### src/rtl/rds_pkg.sv
package rds_pkg;
  typedef enum logic [2:0] {
    ST_IDLE      = 3'd0,
    ST_RB_LOCAL  = 3'd1,
    ST_RP_LOCAL  = 3'd2,
    ST_LD_REMOTE = 3'd3,
    ST_RP_REMOTE = 3'd4,
    ST_VERDICT   = 3'd5
  } seq_state_e;

  typedef enum logic [1:0] {
    V_NONE      = 2'b00,
    V_TRANSIENT = 2'b01,
    V_SOFTWARE  = 2'b10,
    V_PERMANENT = 2'b11
  } verdict_e;
endpackage

### src/rtl/rds_step_timer.sv
module rds_step_timer #(
  parameter int LIMIT = 64
) (
  input  logic clk,
  input  logic rst,
  input  logic run,
  output logic expired
);
  localparam int CW = $clog2(LIMIT + 1);
  localparam logic [CW-1:0] LAST = CW'(LIMIT - 1);

  logic [CW-1:0] cnt;

  always_ff @(posedge clk) begin
    if (rst || !run) cnt <= '0;
    else if (cnt != LAST) cnt <= cnt + 1'b1;
  end

  assign expired = run && (cnt == LAST);
endmodule

### src/rtl/rds_verdict_hold.sv
module rds_verdict_hold
  import rds_pkg::*;
(
  input  logic     clk,
  input  logic     rst,
  input  logic     load,
  input  verdict_e code_in,
  input  logic     clear,
  output logic     valid,
  output verdict_e code
);
  always_ff @(posedge clk) begin
    if (rst) begin
      valid <= 1'b0;
      code  <= V_NONE;
    end else if (load) begin
      valid <= 1'b1;
      code  <= code_in;
    end else if (clear) begin
      valid <= 1'b0;
    end
  end
endmodule

### src/rtl/replay_diag_seq.sv
module replay_diag_seq
  import rds_pkg::*;
#(
  parameter int TMO_CYCLES = 64
) (
  input  logic       clk,
  input  logic       rst,
  input  logic       symptom_in,
  input  logic       step_done,
  input  logic       step_symptom,
  input  logic       verdict_ack,
  output logic       req_rollback_local,
  output logic       req_replay_local,
  output logic       req_load_remote,
  output logic       req_replay_remote,
  output logic       verdict_valid,
  output logic [1:0] verdict_code,
  output logic       resume_pulse,
  output logic       diag_start
);
  seq_state_e state, state_n;
  logic       in_replay, tmo_hit, replay_end, replay_bad;
  logic       v_load, v_clear;
  verdict_e   v_code_n, v_code_q;

  assign in_replay  = (state == ST_RP_LOCAL) || (state == ST_RP_REMOTE);
  assign replay_end = step_done || tmo_hit;
  assign replay_bad = step_done ? step_symptom : 1'b1;
  assign v_clear    = (state == ST_VERDICT) && verdict_ack;

  rds_step_timer #(.LIMIT(TMO_CYCLES)) u_timer (
    .clk     (clk),
    .rst     (rst),
    .run     (in_replay),
    .expired (tmo_hit)
  );

  always_comb begin
    state_n  = state;
    v_load   = 1'b0;
    v_code_n = V_NONE;
    unique case (state)
      ST_IDLE:      if (symptom_in) state_n = ST_RB_LOCAL;
      ST_RB_LOCAL:  if (step_done) state_n = ST_RP_LOCAL;
      ST_RP_LOCAL:
        if (replay_end) begin
          if (replay_bad) state_n = ST_LD_REMOTE;
          else begin
            state_n  = ST_VERDICT;
            v_load   = 1'b1;
            v_code_n = V_TRANSIENT;
          end
        end
      ST_LD_REMOTE: if (step_done) state_n = ST_RP_REMOTE;
      ST_RP_REMOTE:
        if (replay_end) begin
          state_n  = ST_VERDICT;
          v_load   = 1'b1;
          v_code_n = replay_bad ? V_SOFTWARE : V_PERMANENT;
        end
      ST_VERDICT:   if (verdict_ack) state_n = ST_IDLE;
      default:      state_n = ST_IDLE;
    endcase
  end

  always_ff @(posedge clk) begin
    if (rst) begin
      state              <= ST_IDLE;
      req_rollback_local <= 1'b0;
      req_replay_local   <= 1'b0;
      req_load_remote    <= 1'b0;
      req_replay_remote  <= 1'b0;
      resume_pulse       <= 1'b0;
      diag_start         <= 1'b0;
    end else begin
      state              <= state_n;
      req_rollback_local <= (state_n == ST_RB_LOCAL);
      req_replay_local   <= (state_n == ST_RP_LOCAL);
      req_load_remote    <= (state_n == ST_LD_REMOTE);
      req_replay_remote  <= (state_n == ST_RP_REMOTE);
      resume_pulse       <= v_load && (v_code_n == V_TRANSIENT);
      diag_start         <= v_load && (v_code_n == V_PERMANENT);
    end
  end

  rds_verdict_hold u_hold (
    .clk     (clk),
    .rst     (rst),
    .load    (v_load),
    .code_in (v_code_n),
    .clear   (v_clear),
    .valid   (verdict_valid),
    .code    (v_code_q)
  );

  assign verdict_code = v_code_q;
endmodule

### config.mk
export PLATFORM = sky130hd
export DESIGN_NAME = replay_diag_seq
export DESIGN_NICKNAME = d
export VERILOG_FILES = /design/src/rtl/rds_pkg.sv /design/src/rtl/rds_step_timer.sv /design/src/rtl/rds_verdict_hold.sv /design/src/rtl/replay_diag_seq.sv
export SDC_FILE = /design/constraint.sdc
export NUM_CORES = 1
export LEC_CHECK = 0
export BUFFER_PORTS_ARGS = -buffer_cell sky130_fd_sc_hd__buf_2
export CAP_MARGIN = 10
export CORE_AREA = 4 4 50 52
export DETAILED_ROUTE_END_ITERATION = 8
export DIE_AREA = 0 0 54 56
export PLACE_DENSITY_LB_ADDON = 0.25
export SYNTH_ARGS = -nofsm -noshare
export SYNTH_HDL_FRONTEND = slang
export SYNTH_SLANG_ARGS = --single-unit
### constraint.sdc
create_clock -name clk -period 1.76 [get_ports clk]
set_clock_uncertainty 0.1 [all_clocks]
set_input_delay 0.264 -clock clk [delete_from_list [all_inputs] [get_ports clk]]
set_output_delay 0.264 -clock clk [all_outputs]
set_load 0.005 [all_outputs]
==> impl_results.md, run 1 <==
- Global-route wire length before repair: 2660 µm
- Status: complete, no violations
- CTS buffer count: 3
- Final Max Tran Viols: 0
- IO Port Bufs: 14
- Maximum fanout along the worst path: 7
- Htree depth: 1
- Worst skew pair latency: 0.29 ns
- Core Util, Final: 46.3%
- WP data required: 1.85 ns
- Final hold violations: 0
- Seq/Total Area, Yosys: 47.0%
- Pint: 0.000573 W
- Yosys warnings: 0
- DRT iter0 DRCs: 7
- Crit Reg-Reg Startpoint: u_timer.cnt[0]$_SDFFE_PP0N_
- Least-Margin Pin Slew: 0.404 ns
- Fillers: 220
- Worst R2R End: u_hold.code[0]$_SDFFE_PP0P_
- Clock Power Share: 28.6%
- R2r setup slk: 0.07 ns
- Area delta synth->final: 20.4%
- HP Start: rst
- Leakage power: 0.404 nW
- Hold Path Sink: u_hold.code[1]$_SDFFE_PP0P_
- Post-Synth Adder-Cell Area: 1.55%
- Mux cell area share after synthesis: 0%
- Clock sinks: 19
- Core Region: 2110 µm²
- Clock Path Buffers: 2
- Layout cells sized above 1: 26.5%
- CP max stage delay: 0.49 ns
- CP bufs+invs: 0
- Post-CTS Setup Inserts: 0
- Number of global-route vias before repair: 643
- Total area of sequential cells: 382 µm²
- DR pass1 iterations: 4
- Compound-gate portion of the synthesized area: 18.2%
- Hold Path Class: input pin to flip-flop
- Synth top area share: 47.0%
- Die X: 54 µm
- Root Buffer Master: clkbuf_4
- Comb pwr share: 11.4%
- Synth Register Bits: 19
- Synth Area in Simple Gates: 24.4%
- Global route overflow: 0
- Drt via density: 4.94
- # Max-Cap Violations: 0
- Largest cells by area after synthesis: dfxtp_1 (47%), nand2_1 (5.6%), a21oi_1 (4.9%)
- Unique masters post-synth: 34
- Area leader, netlist: dfxtp_1
- CTS resizes: 0
- Crit Path Class: flip-flop to flip-flop
- Net Sw Frac: 24.1%
- Startpoint Class: flip-flop
- Relative slew margins: 73.1%
- Total Wirelength: 1580 µm
- Final setup viols: 0
- GPL Wtd Cong: 0.771
- Register-to-Register Path Depth: 5
- PD cells: 774 nW/µm²
- Antenna Nets Post-Route: 0
- Flop pwr share: 60.0%
- DRC: 0
- Cell with the largest stage delay on the worst path: or3_1
- Avg Cell Area, Syn: 8.70 µm²
- Antenna violations before repair: 0
- Die Y: 56 µm
- Layout net count: 121
- Minimum clock period: 1.69 ns
- Die area: 3020 µm²
- Delay-heaviest family, CP: simple AND/OR/NAND/NOR gates
- HPWL after DPL: 1180 µm
- F_max: 593 MHz
- Largest family of logic cells by synthesized area: simple AND/OR/NAND/NOR gates
- Area of the multi-input gates: 409 µm²
- Cell row count: 17
- CTS tree: done
- Cells after synthesis: 93
- Maximum VDD drop: 530 µV
- Worst Hold Path Cells: 2
- # hold bufs at CTS: 0
- WP data arrival: 1.77 ns
- Psw: 0.000182 W
- Effective utilization at floorplan: 38.4%
- RSZ-0062 raised after global routing: true
- Antenna cells: 0
- Gr usage total: 11.7%
- Syn Nets: 100
- Detailed-route via count: 696
- Wire length per cell: 11.2 µm
- # IOs: 15
- Period utilisation layout: 95.8%
- Total power: 0.000755 W
- Critical path capture point type: flip-flop
- Post-Synth XOR/XNOR Area: 5.41%
- Clk slew on worst S/H paths: 0.10 ns
- Crit-path cells: ha_2, nand3_2, or3_1, o21ai_0, a211oi_1
- Pin count of the biggest net entering global routing: 11
- Synthesized area: 810 µm²
[sequential cells by signal, summed over array words and instances (netlist names)]
register / flops
req_replay_local: 1
req_load_remote: 1
diag_start: 1
req_rollback_local: 1
u_timer.cnt: 7
u_hold.code: 2
req_replay_remote: 1
state: 3
u_hold.valid: 1
resume_pulse: 1
[cell usage after synthesis]
master / instances
a211oi_1: 1
a21boi_0: 1
a21oi_1: 8
a21oi_2: 1
a221oi_1: 1
a222oi_1: 1
a22o_1: 1
a31oi_1: 1
and2_1: 1
and2b_1: 1
and3_1: 1
buf_2: 1
clkbuf_1: 2
dfxtp_1: 19
ha_1: 1
inv_1: 4
nand2_1: 12
nand2b_1: 2
nand2b_2: 2
nand3_1: 2
nor2_1: 10
nor2b_1: 1
nor3_1: 1
nor4_1: 1
nor4b_1: 1
o211a_1: 1
o21a_1: 1
o21ai_0: 4
o31ai_2: 1
or2b_1: 1
or3_1: 2
or3b_2: 1
xnor2_1: 3
xor2_1: 2
[power by group through the flow]
stage	Sequential, W	Clock [W]	Combinational [W]
5_1_grt	0.000455	0.000240	0.0000971
6_report	0.000453	0.000215	0.0000860
4_1_cts	0.000453	0.000229	0.0000867
3_3_place_gp	0.000462	0	0.0000861
2_1_floorplan	0.000459	0	0.0000526
3_5_place_dp	0.000463	0	0.0000862
[cell families (layout without fill, tap and decap cells)]
family                   after synthesis  in the layout
flip-flops                            19             19
adder cells (fa/ha/maj)                1              1
AO/OA/AOI/OAI                         22             22
XOR/XNOR                               5              5
AND/OR/NAND/NOR                       39             39
buffers and inverters                  7             27
[worst max-delay path by stage]
| stage | startpoint | end | slack, ns | cells after the start |
|---|---|---|---|---|
| floorplan | u_timer.cnt[0]$_SDFFE_PP0N_ | u_hold.code[0]$_SDFFE_PP0P_ | 0.1 | 6 |
| global placement | u_timer.cnt[0]$_SDFFE_PP0N_ | u_hold.code[0]$_SDFFE_PP0P_ | 0.13 | 5 |
| detailed placement | u_timer.cnt[0]$_SDFFE_PP0N_ | u_hold.code[0]$_SDFFE_PP0P_ | 0.09 | 5 |
| CTS | u_timer.cnt[0]$_SDFFE_PP0N_ | req_replay_local$_SDFF_PP0_ | 0.07 | 6 |
| global route | u_timer.cnt[0]$_SDFFE_PP0N_ | req_rollback_local$_SDFF_PP0_ | -0.07 | 5 |
| finish | u_timer.cnt[0]$_SDFFE_PP0N_ | u_hold.code[0]$_SDFFE_PP0P_ | 0.07 | 5 |
[area by class of cell]
class / count / area share (%)
Tap cell: 28 / 3.59
Clock buffer: 4 / 2.70
Sequential cell: 19 / 39.2
Multi-Input combinational cell: 67 / 42.0
Inverter: 4 / 1.54
Timing Repair Buffer: 19 / 11.0
[cell usage in the layout (no fill, tap or decap), drive strengths merged]
cell type,count
a211oi,1
a21boi,1
a21oi,9
a221oi,1
a222oi,1
a22o,1
a31oi,1
and2,1
and2b,1
and3,1
buf,19
clkbuf,4
dfxtp,19
ha,1
inv,4
nand2,12
nand2b,4
nand3,2
nor2,10
nor2b,1
nor3,1
nor4,1
nor4b,1
o211a,1
o21a,1
o21ai,4
o31ai,1
or2b,1
or3,2
or3b,1
xnor2,3
xor2,2
[routing by layer]
metal | track usage (%) | vias up | share of wire, % | wire length, µm
met5 | 0 | - | 0 | 0
met4 | 6.41 | 0 | 1.6 | 25
met3 | 3.22 | 4 | 5.3 | 84
met2 | 15.9 | 12 | 43 | 675
met1 | 16.1 | 321 | 50 | 796
li1 | - | 359 | - | -
[stage by stage]
| stage | cell area [µm²] | worst slack (ns) | std cells | setup TNS, ns | hold slack (ns) |
|---|---|---|---|---|---|
| finish | 975 | 0.0734 | 141 | 0 | 0.153 |
| floorplan | 810 | 0.0987 | 93 | 0 | 0.337 |
| global placement | 940 | 0.131 | 137 | 0 | 0.337 |
| global route | 975 | -0.0676 | 141 | -0.125 | 0.156 |
| CTS | 966 | 0.0662 | 141 | 0 | 0.136 |
| detailed placement | 940 | 0.0909 | 137 | 0 | 0.346 |
Power figures use the tool's default switching activity.
==> run 2: changes to the inputs <==
--- a/config.mk
+++ b/config.mk
@@ -10,7 +10,9 @@
 export CORE_AREA = 4 4 50 52
 export DETAILED_ROUTE_END_ITERATION = 8
 export DIE_AREA = 0 0 54 56
+export MAX_ROUTING_LAYER = met4
 export PLACE_DENSITY_LB_ADDON = 0.25
+export RECOVER_POWER = 25
 export SYNTH_ARGS = -nofsm -noshare
 export SYNTH_HDL_FRONTEND = slang
 export SYNTH_SLANG_ARGS = --single-unit
==> impl_results.md, run 2 (synthesis results as in run 1) <==
- Final Max Tran Viols: 0
- Maximum fanout along the worst path: 7
- Fillers: 223
- F_max: 593 MHz
- Antenna Nets Post-Route: 0
- Period utilisation layout: 95.8%
- R2r setup slk: 0.07 ns
- Finished Layout Cells: 141
- Hold WS: 0.153 ns
- Worst setup path endpoint: u_hold.code[0]$_SDFFE_PP0P_
- Least-Margin Pin Slew: 0.404 ns
- Maximum VDD drop: 534 µV
- Drt via density: 4.94
- Final hold violations: 0
- Met2 Resource Use GR: 15.9%
- Hold Path Class: input pin to flip-flop
- Die X: 54 µm
- CTS tree: done
- Wire length per cell: 11.3 µm
- WP data required: 1.85 ns
- DRC: 0
- Clock sinks: 19
- PD cells: 778 nW/µm²
- Highest-count cells in the layout ignoring fill and taps: dfxtp_1 (18), nand2_1 (12), nor2_1 (10), buf_2 (10), a21oi_1 (8)
- HPWL after DPL: 1180 µm
- # IOs: 15
- Post-CTS Setup Inserts: 0
- Antenna violations before repair: 0
- Root Buffer Master: clkbuf_4
- Worst R2R End: u_hold.code[0]$_SDFFE_PP0P_
- Critical path capture point type: flip-flop
- Effective utilization at floorplan: 38.4%
- Largest register FFs: 7
- IO Port Bufs: 14
- Layout net count: 121
- Met3 Use GR: 3.22%
- Global-route wire length before repair: 2660 µm
- Leakage power: 0.383 nW
- Global route overflow: 0
- M1 GR Usage: 16.1%
- CTS buffer count: 3
- Placed insts: 137
- Htree depth: 1
- Gr usage total: 12.0%
- Commonest non-fill, non-tap cell in the layout: dfxtp_1
- DRT iter0 DRCs: 7
- Number of global-route vias before repair: 643
- Die Y: 56 µm
- Total negative slack: 0 ns
- Total power: 0.000752 W
- WP data arrival: 1.77 ns
- Startpoint Class: flip-flop
- Pin count of the biggest net entering global routing: 11
- Core Region: 2110 µm²
- Register-to-Register Path Depth: 5
- Clock Path Buffers: 2
- Relative slew margins: 73.1%
- Total Wirelength: 1590 µm
- Die area: 3020 µm²
- GPL Wtd Cong: 0.781
- Worst skew pair latency: 0.29 ns
- Layout cells sized above 1: 22.1%
- Core Util, Final: 45.9%
- Area delta synth->final: 19.3%
- # Max-Cap Violations: 0
- RSZ-0062 raised after global routing: true
- Worst Setup SP: u_timer.cnt[0]$_SDFFE_PP0N_
- Clk slew on worst S/H paths: 0.10 ns
- Cell row count: 17
- Minimum clock period: 1.69 ns
- Crit Reg-Reg Startpoint: u_timer.cnt[0]$_SDFFE_PP0N_
- Final setup viols: 0
- DR pass1 iterations: 4
- Registers with the most flip-flops: u_timer.cnt (7), state (3), u_hold.code (2)
- Detailed-route via count: 696
- Crit Path Class: flip-flop to flip-flop
- Largest Register: u_timer.cnt
- Antenna cells: 0
- Status: complete, no violations
- Global route hottest layer: met1
[run 2: how the worst min path moves through the flow]
stage / from / end / cells after the start
finish: rst / u_hold.code[1]$_SDFFE_PP0P_ / 2
global route: rst / state[0]$_SDFF_PP0_ / 2
CTS: rst / u_hold.code[1]$_SDFFE_PP0P_ / 2
detailed placement: u_hold.code[1]$_SDFFE_PP0P_ / u_hold.code[1]$_SDFFE_PP0P_ / 2
global placement: u_hold.code[1]$_SDFFE_PP0P_ / u_hold.code[1]$_SDFFE_PP0P_ / 2
floorplan: step_done / diag_start$_SDFF_PP0_ / 2
[run 2: layout make-up]
type / count / area (µm²) / area share [%]
well taps: 28 / 35.0 / 3.63
multi-input cells: 67 / 409 / 42.4
flip-flops and latches: 19 / 382 / 39.5
repair buffers: 19 / 98.8 / 10.2
inverters: 4 / 15.0 / 1.55
clock buffers: 4 / 26.3 / 2.72
[run 2: routing by layer]
metal / share of wire [%] / vias up
met3: 5.4 / 4
met5: 0 / -
met4: 1.6 / 0
met1: 50 / 322
met2: 42 / 12
li1: - / 358
[run 2: stage by stage]
| step | cell area [µm²] | worst slack [ns] |
|---|---|---|
| 6_report | 966 | 0.0734 |
| 3_5_place_dp | 940 | 0.0909 |
| 5_1_grt | 966 | -0.0676 |
| 2_1_floorplan | 810 | 0.0987 |
| 4_1_cts | 966 | 0.0662 |
| 3_3_place_gp | 940 | 0.131 |
[run 2: where the power goes]
group / switching, W / total, W / internal, W
clock network: 0.000127 / 0.000216 / 0.0000882
logic: 0.0000436 / 0.0000829 / 0.0000394
registers: 0.0000108 / 0.000453 / 0.000442
[run 2: what timing repair did]
item,4_1_cts,5_1_grt
resized for setup,0,3
endpoints found under the setup margin,0,4
hold buffers,0,0
[run 2: worst max-delay path, stage by stage, from the launching register on]
cell	delay, ns
dfxtp_1	0.38
ha_2	0.22
nand3_2	0.11
or3_1	0.49
o21ai_0	0.19
a211oi_1	0.09
==> run 3: changes to the inputs <==
--- a/config.mk
+++ b/config.mk
@@ -5,11 +5,12 @@
 export SDC_FILE = /design/constraint.sdc
 export NUM_CORES = 1
 export LEC_CHECK = 0
+export ABC_AREA = 1
 export BUFFER_PORTS_ARGS = -buffer_cell sky130_fd_sc_hd__buf_2
 export CAP_MARGIN = 10
-export CORE_AREA = 4 4 50 52
+export CORE_AREA = 4 4 53 55
 export DETAILED_ROUTE_END_ITERATION = 8
-export DIE_AREA = 0 0 54 56
+export DIE_AREA = 0 0 57 59
 export MAX_ROUTING_LAYER = met4
 export PLACE_DENSITY_LB_ADDON = 0.25
 export RECOVER_POWER = 25
==> impl_results.md, run 3 <==
- Status: complete, no violations
- Die area: 3360 µm²
- Worst Hold Path Cells: 2
- PD cells: 752 nW/µm²
- Seq/Total Area, Yosys: 41.8%
- Antenna cells: 0
- Leakage power: 0.490 nW
- Die Y: 59 µm
- Finished Layout Cells: 158
- Layout net count: 136
- Avg Cell Area, Syn: 8.21 µm²
- Fillers: 261
- WP data required: 1.90 ns
- Final Max Tran Viols: 0
- Design area: 1020 µm²
- Maximum VDD drop: 506 µV
- Drt via density: 4.58
- Highest-count cells in the layout ignoring fill and taps: dfxtp_1 (19), inv_1 (17), nand2_1 (15)
- Largest cells by area after synthesis: dfxtp_1 (42%), inv_1 (7.0%), nand2_1 (6.2%)
- CTS buffer count: 3
- Period utilisation layout: 83.7%
- Yosys warnings: 0
- Register-to-Register Path Depth: 9
- Critical path capture point type: flip-flop
- Effective utilization at floorplan: 38.2%
- Ys async rst share: 0%
- Antenna Nets Post-Route: 0
- IO Port Bufs: 14
- Root Buffer Master: clkbuf_4
- Startpoint Class: flip-flop
- Layout cells sized above 1: 25.8%
- Synth top area share: 41.8%
- Largest register FFs: 7
- # IOs: 15
- Number of global-route vias before repair: 745
- WP data arrival: 1.61 ns
- Most common flop cell mapped by yosys: dfxtp_1
- Area delta synth->final: 12.1%
- DRC: 0
- Detailed-route via count: 724
- RSZ-0062 raised after global routing: false
- Crit Path Class: flip-flop to flip-flop
- Least-Margin Pin Slew: 0.240 ns
- Placed cell area: 1010 µm²
- DR pass1 iterations: 4
- F_max: 679 MHz
- Maximum fanout along the worst path: 6
- Synth Register Bits: 19
- Final hold violations: 0
- Clk slew on worst S/H paths: 0.11 ns
- Top-count cell post-synth: dfxtp_1
- Die X: 57 µm
- CTS resizes: 0
- Syn Nets: 118
- Relative slew margins: 84.0%
- Commonest non-fill, non-tap cell in the layout: dfxtp_1
- Synthesized area: 911 µm²
- Total area of sequential cells: 380 µm²
- Final setup viols: 0
- Global route overflow: 0
- Post-synth EDFFs: 0
- Total Wirelength: 1600 µm
- Total negative slack: 0 ns
- Area of the multi-input gates: 444 µm²
- Minimum clock period: 1.47 ns
- Registers with the most flip-flops: u_timer.cnt (7), state (3), u_hold.code (2)
- Antenna violations before repair: 0
- Largest Register: u_timer.cnt
- Htree depth: 1
- Placed insts: 154
- Core Region: 2390 µm²
- Cell row count: 18
- Unique masters post-synth: 24
- Worst skew pair latency: 0.29 ns
- GPL Wtd Cong: 0.843
- DRT iter0 DRCs: 8
- Post-CTS Setup Inserts: 0
- Global-route wire length before repair: 2990 µm
- Gr usage total: 11.6%
- Wire length per cell: 10.1 µm
- Hold Path Class: input pin to flip-flop
- # hold bufs at CTS: 0
- CTS tree: done
- Top cells by count, synth: dfxtp_1 (19), inv_1 (17), nand2_1 (15), nor2_1 (11), nand3_1 (8)
- Clock sinks: 19
- HPWL after DPL: 1280 µm
- Pin count of the biggest net entering global routing: 11
- Area leader, netlist: dfxtp_1
- Cells after synthesis: 111
- # Max-Cap Violations: 0
- Clock Path Buffers: 2
-- run 3: cell count changes after synthesis, sizes merged, moves of 3 or more --
cell,delta
inv,+14
nand2,+12
nand2b,-4
nand3,+9
nand4,+3
nor2,+6
xnor2,-3
-- run 3: routing by layer --
metal / global-route usage [%] / routed length, µm
met5: - / 0
met2: 20.1 / 821
met1: 13.2 / 720
met3: 1.96 / 48
met4: 4.97 / 6
-- run 3: critical path, cell delays in order (launching register included) --
cell,delay (ns)
dfxtp_1,0.39
ha_1,0.23
nand3_4,0.13
nor2_8,0.18
nand2_4,0.07
nand2_4,0.06
nand2_2,0.06
nand2_2,0.07
nand2_2,0.05
nor2_2,0.06
-- run 3: path summary, 6_finish.rpt --
check | from | to | slack, ns
max reg2reg | u_timer.cnt[0]$_SDFFE_PP0N_ | req_load_remote$_SDFF_PP0_ | 0.29
min | rst | req_load_remote$_SDFF_PP0_ | 0.12
max | u_timer.cnt[0]$_SDFFE_PP0N_ | req_load_remote$_SDFF_PP0_ | 0.29
min reg2reg | u_timer.cnt[6]$_SDFFE_PP0N_ | u_timer.cnt[6]$_SDFFE_PP0N_ | 0.37
-- run 3: area by class of cell --
class / instances / area share [%]
multi-input combinational: 73 / 43.5
sequential: 19 / 37.3
inverter: 18 / 6.62
timing repair buffer: 14 / 6.37
tap: 30 / 3.68
clock buffer: 4 / 2.57
-- run 3: through the flow --
stage | setup slack [ns] | total power [W] | util (%) | hold WS [ns]
2_1_floorplan | 0.431 | 0.000538 | - | 0.230
3_3_place_gp | 0.369 | 0.000561 | 42.2 | 0.357
3_5_place_dp | 0.320 | 0.000561 | 42.2 | 0.359
4_1_cts | 0.275 | 0.000786 | 43.3 | 0.105
5_1_grt | 0.158 | 0.000811 | 42.8 | 0.110
6_report | 0.288 | 0.000767 | 42.8 | 0.119
-- run 3: power breakdown --
part	switching (W)	total (W)	internal, W
Combinational	0.0000567	0.0000910	0.0000343
Clock	0.000133	0.000222	0.0000881
Sequential	0.0000116	0.000455	0.000443
-- run 3: cells by family after synthesis --
family	after synthesis	share of synthesized area [%]
buffers and inverters	19	8.65
adder cells (fa/ha/maj)	1	1.37
flip-flops	19	41.8
AO/OA/AOI/OAI	11	7.01
AND/OR/NAND/NOR	59	39.3
XOR/XNOR	2	1.92
